## config.mk

```make
export PLATFORM = sky130hd
export DESIGN_NAME = bus_dir_steer
export DESIGN_NICKNAME = d
export VERILOG_FILES = /design/src/rtl/bds_pkg.sv /design/src/rtl/bds_sync.sv /design/src/rtl/bds_lane.sv /design/src/rtl/bds_dir.sv /design/src/rtl/bus_dir_steer.sv
export SDC_FILE = /design/constraint.sdc
export NUM_CORES = 1
export LEC_CHECK = 0
export BUFFER_PORTS_ARGS = -buffer_cell sky130_fd_sc_hd__buf_2
export CAP_MARGIN = 10
export CORE_MARGIN = 4
export CORE_UTILIZATION = 37
export CTS_CLUSTER_DIAMETER = 150
export DETAILED_ROUTE_END_ITERATION = 12
export PLACE_DENSITY = 0.65
export RECOVER_POWER = 100
export SLEW_MARGIN = 25
export SYNTH_ARGS = -nofsm -noshare
export SYNTH_HDL_FRONTEND = slang
export SYNTH_SLANG_ARGS = --single-unit
```

## constraint.sdc

```tcl
create_clock -name clk -period 3.8 [get_ports clk]
set_input_delay 0.76 -clock clk [delete_from_list [all_inputs] [get_ports clk]]
set_output_delay 0.76 -clock clk [all_outputs]
set_load 0.03 [all_outputs]
```

## src/rtl/bds_pkg.sv

```systemverilog
package bds_pkg;
    typedef enum logic [1:0] {
        LANE_IDLE = 2'd0,
        LANE_A2B  = 2'd1,
        LANE_B2A  = 2'd2
    } lane_st_t;

    typedef enum logic [1:0] {
        DIR_OFF  = 2'd0,
        DIR_A2B  = 2'd1,
        DIR_B2A  = 2'd2,
        DIR_TURN = 2'd3
    } dir_st_t;
endpackage

```

## src/rtl/bds_sync.sv

```systemverilog
module bds_sync #(
    parameter int          W       = 1,
    parameter int          STAGES  = 2,
    parameter logic [W-1:0] RST_VAL = '0
) (
    input  logic         clk,
    input  logic         rst_n,
    input  logic [W-1:0] d,
    output logic [W-1:0] q
);
    logic [W-1:0] stg [STAGES];

    always_ff @(posedge clk or negedge rst_n) begin
        if (!rst_n) begin
            for (int i = 0; i < STAGES; i++) stg[i] <= RST_VAL;
        end else begin
            stg[0] <= d;
            for (int i = 1; i < STAGES; i++) stg[i] <= stg[i-1];
        end
    end

    assign q = stg[STAGES-1];
endmodule

```

## src/rtl/bds_lane.sv

```systemverilog
module bds_lane
    import bds_pkg::*;
(
    input  logic clk,
    input  logic rst_n,
    input  logic clr,
    input  logic a_s,
    input  logic b_s,
    output logic a_en_q,
    output logic b_en_q
);
    lane_st_t cur, nxt;

    always_comb begin
        nxt = cur;
        if (clr) begin
            nxt = LANE_IDLE;
        end else begin
            unique case (cur)
                LANE_IDLE: begin
                    if (a_s)      nxt = LANE_A2B;
                    else if (b_s) nxt = LANE_B2A;
                end
                LANE_A2B:  if (!a_s && !b_s) nxt = LANE_IDLE;
                LANE_B2A:  if (!a_s && !b_s) nxt = LANE_IDLE;
                default:   nxt = LANE_IDLE;
            endcase
        end
    end

    always_ff @(posedge clk or negedge rst_n) begin
        if (!rst_n) cur <= LANE_IDLE;
        else        cur <= nxt;
    end

    always_ff @(posedge clk or negedge rst_n) begin
        if (!rst_n) begin
            a_en_q <= 1'b0;
            b_en_q <= 1'b0;
        end else begin
            a_en_q <= (nxt == LANE_B2A);
            b_en_q <= (nxt == LANE_A2B);
        end
    end

    AST_IDLE_A_WINS: assert property (@(posedge clk) disable iff (!rst_n)
        (cur == LANE_IDLE && a_s && !clr) |=> (b_en_q && !a_en_q));
    AST_TIE_TO_B: assert property (@(posedge clk) disable iff (!rst_n)
        (cur == LANE_IDLE && a_s && b_s && !clr) |=> !a_en_q);
    AST_HOLD_DIR: assert property (@(posedge clk) disable iff (!rst_n)
        (cur == LANE_A2B && b_s && !clr) |=> b_en_q);
    AST_CLR_IDLE: assert property (@(posedge clk) disable iff (!rst_n)
        clr |=> (!a_en_q && !b_en_q));
endmodule

```

## src/rtl/bds_dir.sv

```systemverilog
module bds_dir
    import bds_pkg::*;
(
    input  logic clk,
    input  logic rst_n,
    input  logic kill,
    input  logic mode_s,
    input  logic sel_s,
    input  logic busy,
    output logic a_all_q,
    output logic b_all_q
);
    dir_st_t cur, nxt;

    always_comb begin
        nxt = cur;
        if (kill || !mode_s) begin
            nxt = DIR_OFF;
        end else begin
            unique case (cur)
                DIR_OFF:  nxt = sel_s ? DIR_B2A : DIR_A2B;
                DIR_A2B:  if (sel_s)  nxt = DIR_TURN;
                DIR_B2A:  if (!sel_s) nxt = DIR_TURN;
                DIR_TURN: if (!busy)  nxt = sel_s ? DIR_B2A : DIR_A2B;
                default:  nxt = DIR_OFF;
            endcase
        end
    end

    always_ff @(posedge clk or negedge rst_n) begin
        if (!rst_n) cur <= DIR_OFF;
        else        cur <= nxt;
    end

    always_ff @(posedge clk or negedge rst_n) begin
        if (!rst_n) begin
            a_all_q <= 1'b0;
            b_all_q <= 1'b0;
        end else begin
            a_all_q <= (nxt == DIR_B2A);
            b_all_q <= (nxt == DIR_A2B);
        end
    end

    AST_ENTRY_NOW: assert property (@(posedge clk) disable iff (!rst_n)
        (cur == DIR_OFF && mode_s && !kill && sel_s) |=> a_all_q);
    AST_FLIP_OFF: assert property (@(posedge clk) disable iff (!rst_n)
        (cur == DIR_A2B && mode_s && !kill && sel_s) |=> (!a_all_q && !b_all_q));
    AST_TURN_WAIT: assert property (@(posedge clk) disable iff (!rst_n)
        (cur == DIR_TURN && busy) |=> (!a_all_q && !b_all_q));
endmodule

```

## src/rtl/bus_dir_steer.sv

```systemverilog
module bus_dir_steer #(
    parameter int LANES  = 9,
    parameter int STAGES = 2
) (
    input  logic             clk,
    input  logic             rst_n,
    input  logic             ext_reset_n,
    input  logic             cable_ok,
    input  logic             pwr_not_ready,
    input  logic             over_temp,
    input  logic             directed_mode,
    input  logic             sel_b2a,
    input  logic [LANES-1:0] a_sense,
    input  logic [LANES-1:0] b_sense,
    output logic [LANES-1:0] a_drv_en,
    output logic [LANES-1:0] b_drv_en,
    output logic [LANES-1:0] a_drv_val,
    output logic [LANES-1:0] b_drv_val
);
    localparam int NFLT = 4;
    localparam int SW   = 2 * LANES;

    logic [NFLT-1:0]  fault_raw, fault_s;
    logic [SW-1:0]    sense_s;
    logic [1:0]       ctl_s;
    logic [LANES-1:0] a_s, b_s, a_q, b_q;
    logic [LANES-1:0] lane_a_en, lane_b_en;
    logic             kill, mode_s, sel_s, busy, dir_a, dir_b;

    assign fault_raw = {over_temp, pwr_not_ready, ~cable_ok, ~ext_reset_n};

    bds_sync #(.W(NFLT), .STAGES(STAGES), .RST_VAL({NFLT{1'b1}})) u_sync_flt (
        .clk(clk), .rst_n(rst_n), .d(fault_raw), .q(fault_s));
    bds_sync #(.W(SW), .STAGES(STAGES), .RST_VAL({SW{1'b0}})) u_sync_sense (
        .clk(clk), .rst_n(rst_n), .d({b_sense, a_sense}), .q(sense_s));
    bds_sync #(.W(2), .STAGES(STAGES), .RST_VAL(2'b00)) u_sync_ctl (
        .clk(clk), .rst_n(rst_n), .d({directed_mode, sel_b2a}), .q(ctl_s));

    assign kill   = |fault_s;
    assign a_s    = sense_s[LANES-1:0];
    assign b_s    = sense_s[SW-1:LANES];
    assign mode_s = ctl_s[1];
    assign sel_s  = ctl_s[0];
    assign busy   = |{a_s, b_s};

    genvar g;
    generate
        for (g = 0; g < LANES; g++) begin : g_lane
            bds_lane u_lane (
                .clk(clk), .rst_n(rst_n), .clr(kill | mode_s),
                .a_s(a_s[g]), .b_s(b_s[g]),
                .a_en_q(lane_a_en[g]), .b_en_q(lane_b_en[g]));
        end
    endgenerate

    bds_dir u_dir (
        .clk(clk), .rst_n(rst_n), .kill(kill), .mode_s(mode_s),
        .sel_s(sel_s), .busy(busy), .a_all_q(dir_a), .b_all_q(dir_b));

    always_ff @(posedge clk or negedge rst_n) begin
        if (!rst_n) begin
            a_q <= '0;
            b_q <= '0;
        end else begin
            a_q <= a_s;
            b_q <= b_s;
        end
    end

    assign a_drv_en  = lane_a_en | {LANES{dir_a}};
    assign b_drv_en  = lane_b_en | {LANES{dir_b}};
    assign a_drv_val = a_drv_en & b_q;
    assign b_drv_val = b_drv_en & a_q;

    AST_NO_CONTENTION: assert property (@(posedge clk) disable iff (!rst_n)
        (a_drv_en & b_drv_en) == '0);
    AST_FAULT_OFF: assert property (@(posedge clk) disable iff (!rst_n)
        kill |=> (a_drv_en == '0 && b_drv_en == '0));
    AST_LANES_QUIET_DIRECTED: assert property (@(posedge clk) disable iff (!rst_n)
        mode_s |=> (lane_a_en == '0 && lane_b_en == '0));
    AST_VAL_FOLLOWS: assert property (@(posedge clk) disable iff (!rst_n)
        1'b1 |=> (b_drv_val == (b_drv_en & $past(a_s))));
endmodule

```

Word-level counts from Yosys, hierarchy flattened
Cells that the tools add are included.
W data, S select, Z words.
Storage, ports and cells
  bits in writable memories: 0
  output and inout port bits: 36
  bits in read-only memories: 0
  register bits: 106
  input bits: 26
  memories kept: 0
  bits in latches: 0
Operators by class
  $lt $le $gt $ge: 0
  equality and inequality tests: 41
  multiply operators: 0
  shift-type cells: 0
  div/mod/pow operators: 0
  muxes and demuxes: 51
  $add $sub $neg: 0
  reduce and logical (&&, ||, !) cells: 50
  bitwise logic cells: 7
Operators by type and width (count)
  $mux W2: 41
  $eq A2 B2 Y1 const B: 21
  $eq A2 B1 Y1 const B: 20
  $pmux W2 S2: 9
  $logic_not A2 Y1: 10
  $logic_not A1 Y1: 19
  $and A9 B9 Y9: 2
  $or A9 B9 Y9: 2
  $reduce_or A18 Y1: 1
  $reduce_or A2 Y1: 9
  $logic_and A1 B1 Y1: 9
  $pmux W2 S4: 1
  $reduce_or A4 Y1: 1
  $not A1 Y1: 2
  $logic_or A1 B1 Y1: 1
  $or A1 B1 Y1: 1

Logic depth before layout (Yosys ltp)
  depth after elaboration: 6
  mapped depth: 6

By module
From an unflattened synthesis, not the netlist that was laid out.
Second synthesis, totals
  cells, all modules: 359
  area, all modules: 4583.1 µm²
Modules (own cells, without submodules)
  bds_lane (g_lane[1].u_lane ...): sequential area each 100.1 µm², times used 8, cells an instance 23, area each 251.5 µm²
  bds_sync (u_sync_sense): sequential area each 900.9 µm², times used 1, cells an instance 54, area each 1036.0 µm²
  bus_dir_steer: sequential area each 450.4 µm², times used 1, cells an instance 64, area each 735.7 µm²
  bds_lane (g_lane[0].u_lane): sequential area each 100.1 µm², times used 1, cells an instance 24, area each 261.5 µm²
  bds_sync (u_sync_flt): sequential area each 210.2 µm², times used 1, cells an instance 12, area each 240.2 µm²
  bds_dir: sequential area each 100.1 µm², times used 1, cells an instance 15, area each 182.7 µm²
  bds_sync (u_sync_ctl): sequential area each 100.1 µm², times used 1, cells an instance 6, area each 115.1 µm²

Least setup slack after synthesis
OpenSTA, ideal clock, no wires.
  path kind: reg-to-output
  start point: reg u_dir.a_all_q
  end point: out a_drv_val[0]
  cell stages (with the launch flop): 3
  setup slack: 1.963 ns
  arrival time: 1.077 ns
  path through: dfrtp_1 > or2_2 > and2_1
Between the ends
  word-level cells in the longest chain between the ends: 2
RTL lines
  start: declaration: line bds_dir.sv:10  | output logic a_all_q,
  start signal: assignment: line bds_dir.sv:40  | a_all_q <= (nxt == DIR_B2A);
  $or A9 B9 Y9: line bus_dir_steer.sv:70  | assign a_drv_en = lane_a_en | {LANES{dir_a}};
  net a_drv_en[0]: line bus_dir_steer.sv:15  | output logic [LANES-1:0] a_drv_en,
  $and A9 B9 Y9: line bus_dir_steer.sv:72  | assign a_drv_val = a_drv_en & b_q;
  end: declaration: line bus_dir_steer.sv:17  | output logic [LANES-1:0] a_drv_val,
The timed path passes the listed nets, and every way through them passes these cells.

Worst setup path in the final report
  start point: reg u_dir.b_all_q
  end point: out b_drv_val[3]
Between the ends
  word-level cells in the longest chain between the ends: 2
RTL lines
  start: declaration: line bds_dir.sv:11  | output logic b_all_q
  start signal: assignment: line bds_dir.sv:41  | b_all_q <= (nxt == DIR_A2B);
  $or A9 B9 Y9: line bus_dir_steer.sv:71  | assign b_drv_en = lane_b_en | {LANES{dir_b}};
  $and A9 B9 Y9: line bus_dir_steer.sv:73  | assign b_drv_val = b_drv_en & a_q;
  end: declaration: line bus_dir_steer.sv:18  | output logic [LANES-1:0] b_drv_val
Every way passes these cells.

==> flow_metrics.env <==
export IMPL_status="complete, but fails checks"
export IMPL_violations="capacitance limit, slew limit"
export IMPL_fin_tns_setup_ns=0
export IMPL_internal_power_uw=1520
export IMPL_sequentialPowerShare_pct=60.0
export IMPL_ys_types=30
export IMPL_grt_pass1_vias=2559
export IMPL_ir_drop_mv=0.180
export IMPL_path_delay_family="simple AND/OR/NAND/NOR gates"
export IMPL_row_count=37
export IMPL_clockRootBuffer="clkbuf_8"
export IMPL_dieArea_sq_mm=0.0126
export IMPL_first_pass_iters=4
export IMPL_synthFlopType="dfrtp_1"
export IMPL_synth_edf_count=0
export IMPL_clk_latency_ns=0.36
export IMPL_htree_levels=3
export IMPL_leakage_uw=0.00223
export IMPL_fin_crit_sh_pct=62.6
export IMPL_grt_max_degree=91
export IMPL_drt_initial_drc_count=99
export IMPL_slew_headroom_pct=-39.9
export IMPL_cts_resized=0
export IMPL_netlist_area_sq_mm=0.00402
export IMPL_synth_compound_area_share_pct=6.69
export IMPL_net_switching_power_uw=467
export IMPL_synth_area_leader_cell="dfrtp_1"
export IMPL_p_comb_share_pct=4.4
export IMPL_slowest_delay_ns=0.52
export IMPL_yosysWarnings=0
export IMPL_area_delta_synth_final_pct=13.9
export IMPL_max_freq_mhz=421
export IMPL_cts_buffers=9
export IMPL_synth_most_common_cell="dfrtp_1"
export IMPL_drive_gt1_share_pct=17.9
export IMPL_p_clk_share_pct=35.5
export IMPL_path_buf_inv=1
export IMPL_worst_clock_skew_ns=0.0204
export IMPL_dp_hpwl_um=4810
export IMPL_clk_pin_slew_ns=0.11
export IMPL_syn_nets=357
export IMPL_route_met2_wl_um=3460
export IMPL_synthTopCellsByArea="dfrtp_1 61%, ha_1 5.6%, dfstp_2 5.2%"
export IMPL_io_pin_count=62
export IMPL_port_buffers=61
export IMPL_wl_met3_um=302
export IMPL_wl_um=6770
export IMPL_p_total_uw=1980
export IMPL_synth_top_family_by_area="simple AND/OR/NAND/NOR gates"
export IMPL_start_util_pct=38.4
export IMPL_min_path_type="reg2reg"
export IMPL_placed_cells=510
export IMPL_synthMuxAreaShare_pct=0.498
export IMPL_syn_area_per_cell_sq_um=12.8
export IMPL_drc=0
export IMPL_cp_max_fo=9
export IMPL_top_layer="met4"
export IMPL_cts_setup_buffers=0
export IMPL_critPathLaunch="u_dir.b_all_q"
export IMPL_cts_sinks=106
export IMPL_synth_xor_area_share_pct=0
export IMPL_cp_start_kind="flip-flop"
export IMPL_final_max_slew_viol_count=91
export IMPL_wl_per_cell_um=12.9
export IMPL_ys_seq_area_share_pct=66.2
export IMPL_synth_cells=313
export IMPL_instances_no_fill=526
export IMPL_drv_cap=1
export IMPL_finalSetupViolations=0
export IMPL_overflow=0
export IMPL_nNetsFinal=429
export IMPL_tightest_slew_ns=2.10
export IMPL_slowest_stage="dfrtp_1"
export IMPL_hold_buffers=0
export IMPL_cts_tree="built"
export IMPL_wl_met1_um=2890
export IMPL_switching_share_pct=23.5
export IMPL_p_per_area_mw_per_mm2=433
export IMPL_diodes=0
export IMPL_min_from="u_sync_ctl.stg[2]"
export IMPL_endpoint_kind="primary output"
export IMPL_die_h_um=112
export IMPL_required_ns=3.04
export IMPL_synthAdderAreaFrac_pct=5.60
export IMPL_grt_usage_pct=11.4
export IMPL_ys_seq_elements=106
export IMPL_synth_top_cell_area_share_pct=61.0
export IMPL_dp_slack_ns=1.83
export IMPL_r2r_start="u_sync_flt.q[3]"
export IMPL_grt_pass1_wl_um=11600
export IMPL_hold_viol_final=0
export IMPL_path_cells="or2_2 -> and2_1 -> clkbuf_1"
export IMPL_worstSetupPathType="reg2out"
export IMPL_cts_path_max_buffers=2
export IMPL_dr_total_vias=2454
export IMPL_finalCriticalPeriod_ns=2.38
export IMPL_antenna_found_initial=0
export IMPL_async_flop_share_pct=100
export IMPL_crit_arrival_ns=1.62
export IMPL_ant_nets=0
export IMPL_synth_top_cells_by_count="98 x dfrtp_1, 34 x inv_1, 27 x and2_1"
export IMPL_rsz0062_at_grt="false"
export IMPL_die_x_um=112
export IMPL_viasPerCell=4.67
export IMPL_synthSimpleGateAreaFrac_pct=17.0
export IMPL_layout_setup_ws_ns=1.42
export IMPL_gp_congestion=0.746
export IMPL_timing_hold_ws_ns=0.356
export IMPL_core_area_sq_mm=0.0105
==> routing by layer <==
metal  vias to the layer above  track usage [%]
met4                         0             5.05
met3                        10             2.16
li1                       1189                -
met5                         -                0
met2                        48             20.3
met1                      1207             13.4
==> worst reg2reg max path, stage by stage, from the launching register on <==
cell and delay (ns):
dfstp_2 0.53, nor4_1 0.06, nand2b_1 0.06, clkbuf_1 0.98, nor3b_1 0.15, and2_0 0.23
==> placed cells by master, fill, tap and decap left out, types with 3 or more instances in the layout <==
| cell | instances |
|---|---|
| a22o_1 | 6 |
| a32oi_1 | 6 |
| and2_0 | 8 |
| and2_1 | 19 |
| and3_1 | 7 |
| buf_2 | 24 |
| clkbuf_1 | 39 |
| clkbuf_8 | 9 |
| dfrtp_1 | 98 |
| dfstp_2 | 8 |
| ha_1 | 18 |
| inv_1 | 34 |
| inv_6 | 4 |
| nand2_1 | 8 |
| nand2b_1 | 3 |
| nor2_1 | 14 |
| nor2b_1 | 3 |
| nor3_1 | 9 |
| nor4_1 | 11 |
| nor4_2 | 3 |
| o21ai_0 | 22 |
| or2_2 | 18 |
==> logic make-up (layout without fill, tap and decap cells) <==
logic type	Yosys count	in the layout
AO/OA/AOI/OAI	42	42
adder cells (fa/ha/maj)	18	18
buffers and inverters	37	114
flip-flops	106	106
multiplexers	2	2
AND/OR/NAND/NOR	108	108
==> registers in the layout (all words and copies together) (netlist names) <==
signal	flops
g_lane.u_lane.a_en_q	9
u_sync_flt.q	4
g_lane.u_lane.cur	18
g_lane.u_lane.b_en_q	9
a_q	9
u_dir.cur	2
u_sync_sense.stg	18
u_sync_sense.q	18
u_sync_ctl.q	2
u_sync_ctl.stg	2
u_sync_flt.stg	4
b_q	9
u_dir.a_all_q	1
u_dir.b_all_q	1
==> through the flow <==
stage	cell area (sq um)	util [%]
after floorplan	4020	-
after global placement	4490	42.9
after detailed placement	4490	42.9
after CTS	4700	44.9
after global routing	4580	43.8
final	4580	43.8
==> layout make-up <==
type                       count  area [sq um]
multi-input combinational    170          1140
timing repair buffer          64           272
inverter                      34           128
sequential                   106          2660
clock inverter                 7          81.3
clock buffer                   9           124
fill                        1014          5880
tap                          136           170
==> worst paths after layout <==
kind                            depth (start not counted)                 endpoint  slack, ns
min in group asynchronous                               1     u_sync_sense.stg[26]       1.01
worst max-delay path                                    3             b_drv_val[3]       1.42
worst max register to register                          5  g_lane[3].u_lane.a_en_q       1.68
worst min register to register                          0          u_sync_ctl.q[0]       0.36
worst min-delay path                                    0          u_sync_ctl.q[0]       0.36
max in group asynchronous                               2       u_sync_sense.q[15]       1.53
==> power groups by stage <==
stage	clock network, uW	logic, uW	registers (uW)
after floorplan	0	48.3	1210
after global placement	0	91.7	1210
after detailed placement	0	95.3	1210
after CTS	737	95.6	1190
after global routing	784	102	1200
final	705	87.9	1190
Power figures use the tool's default switching activity.
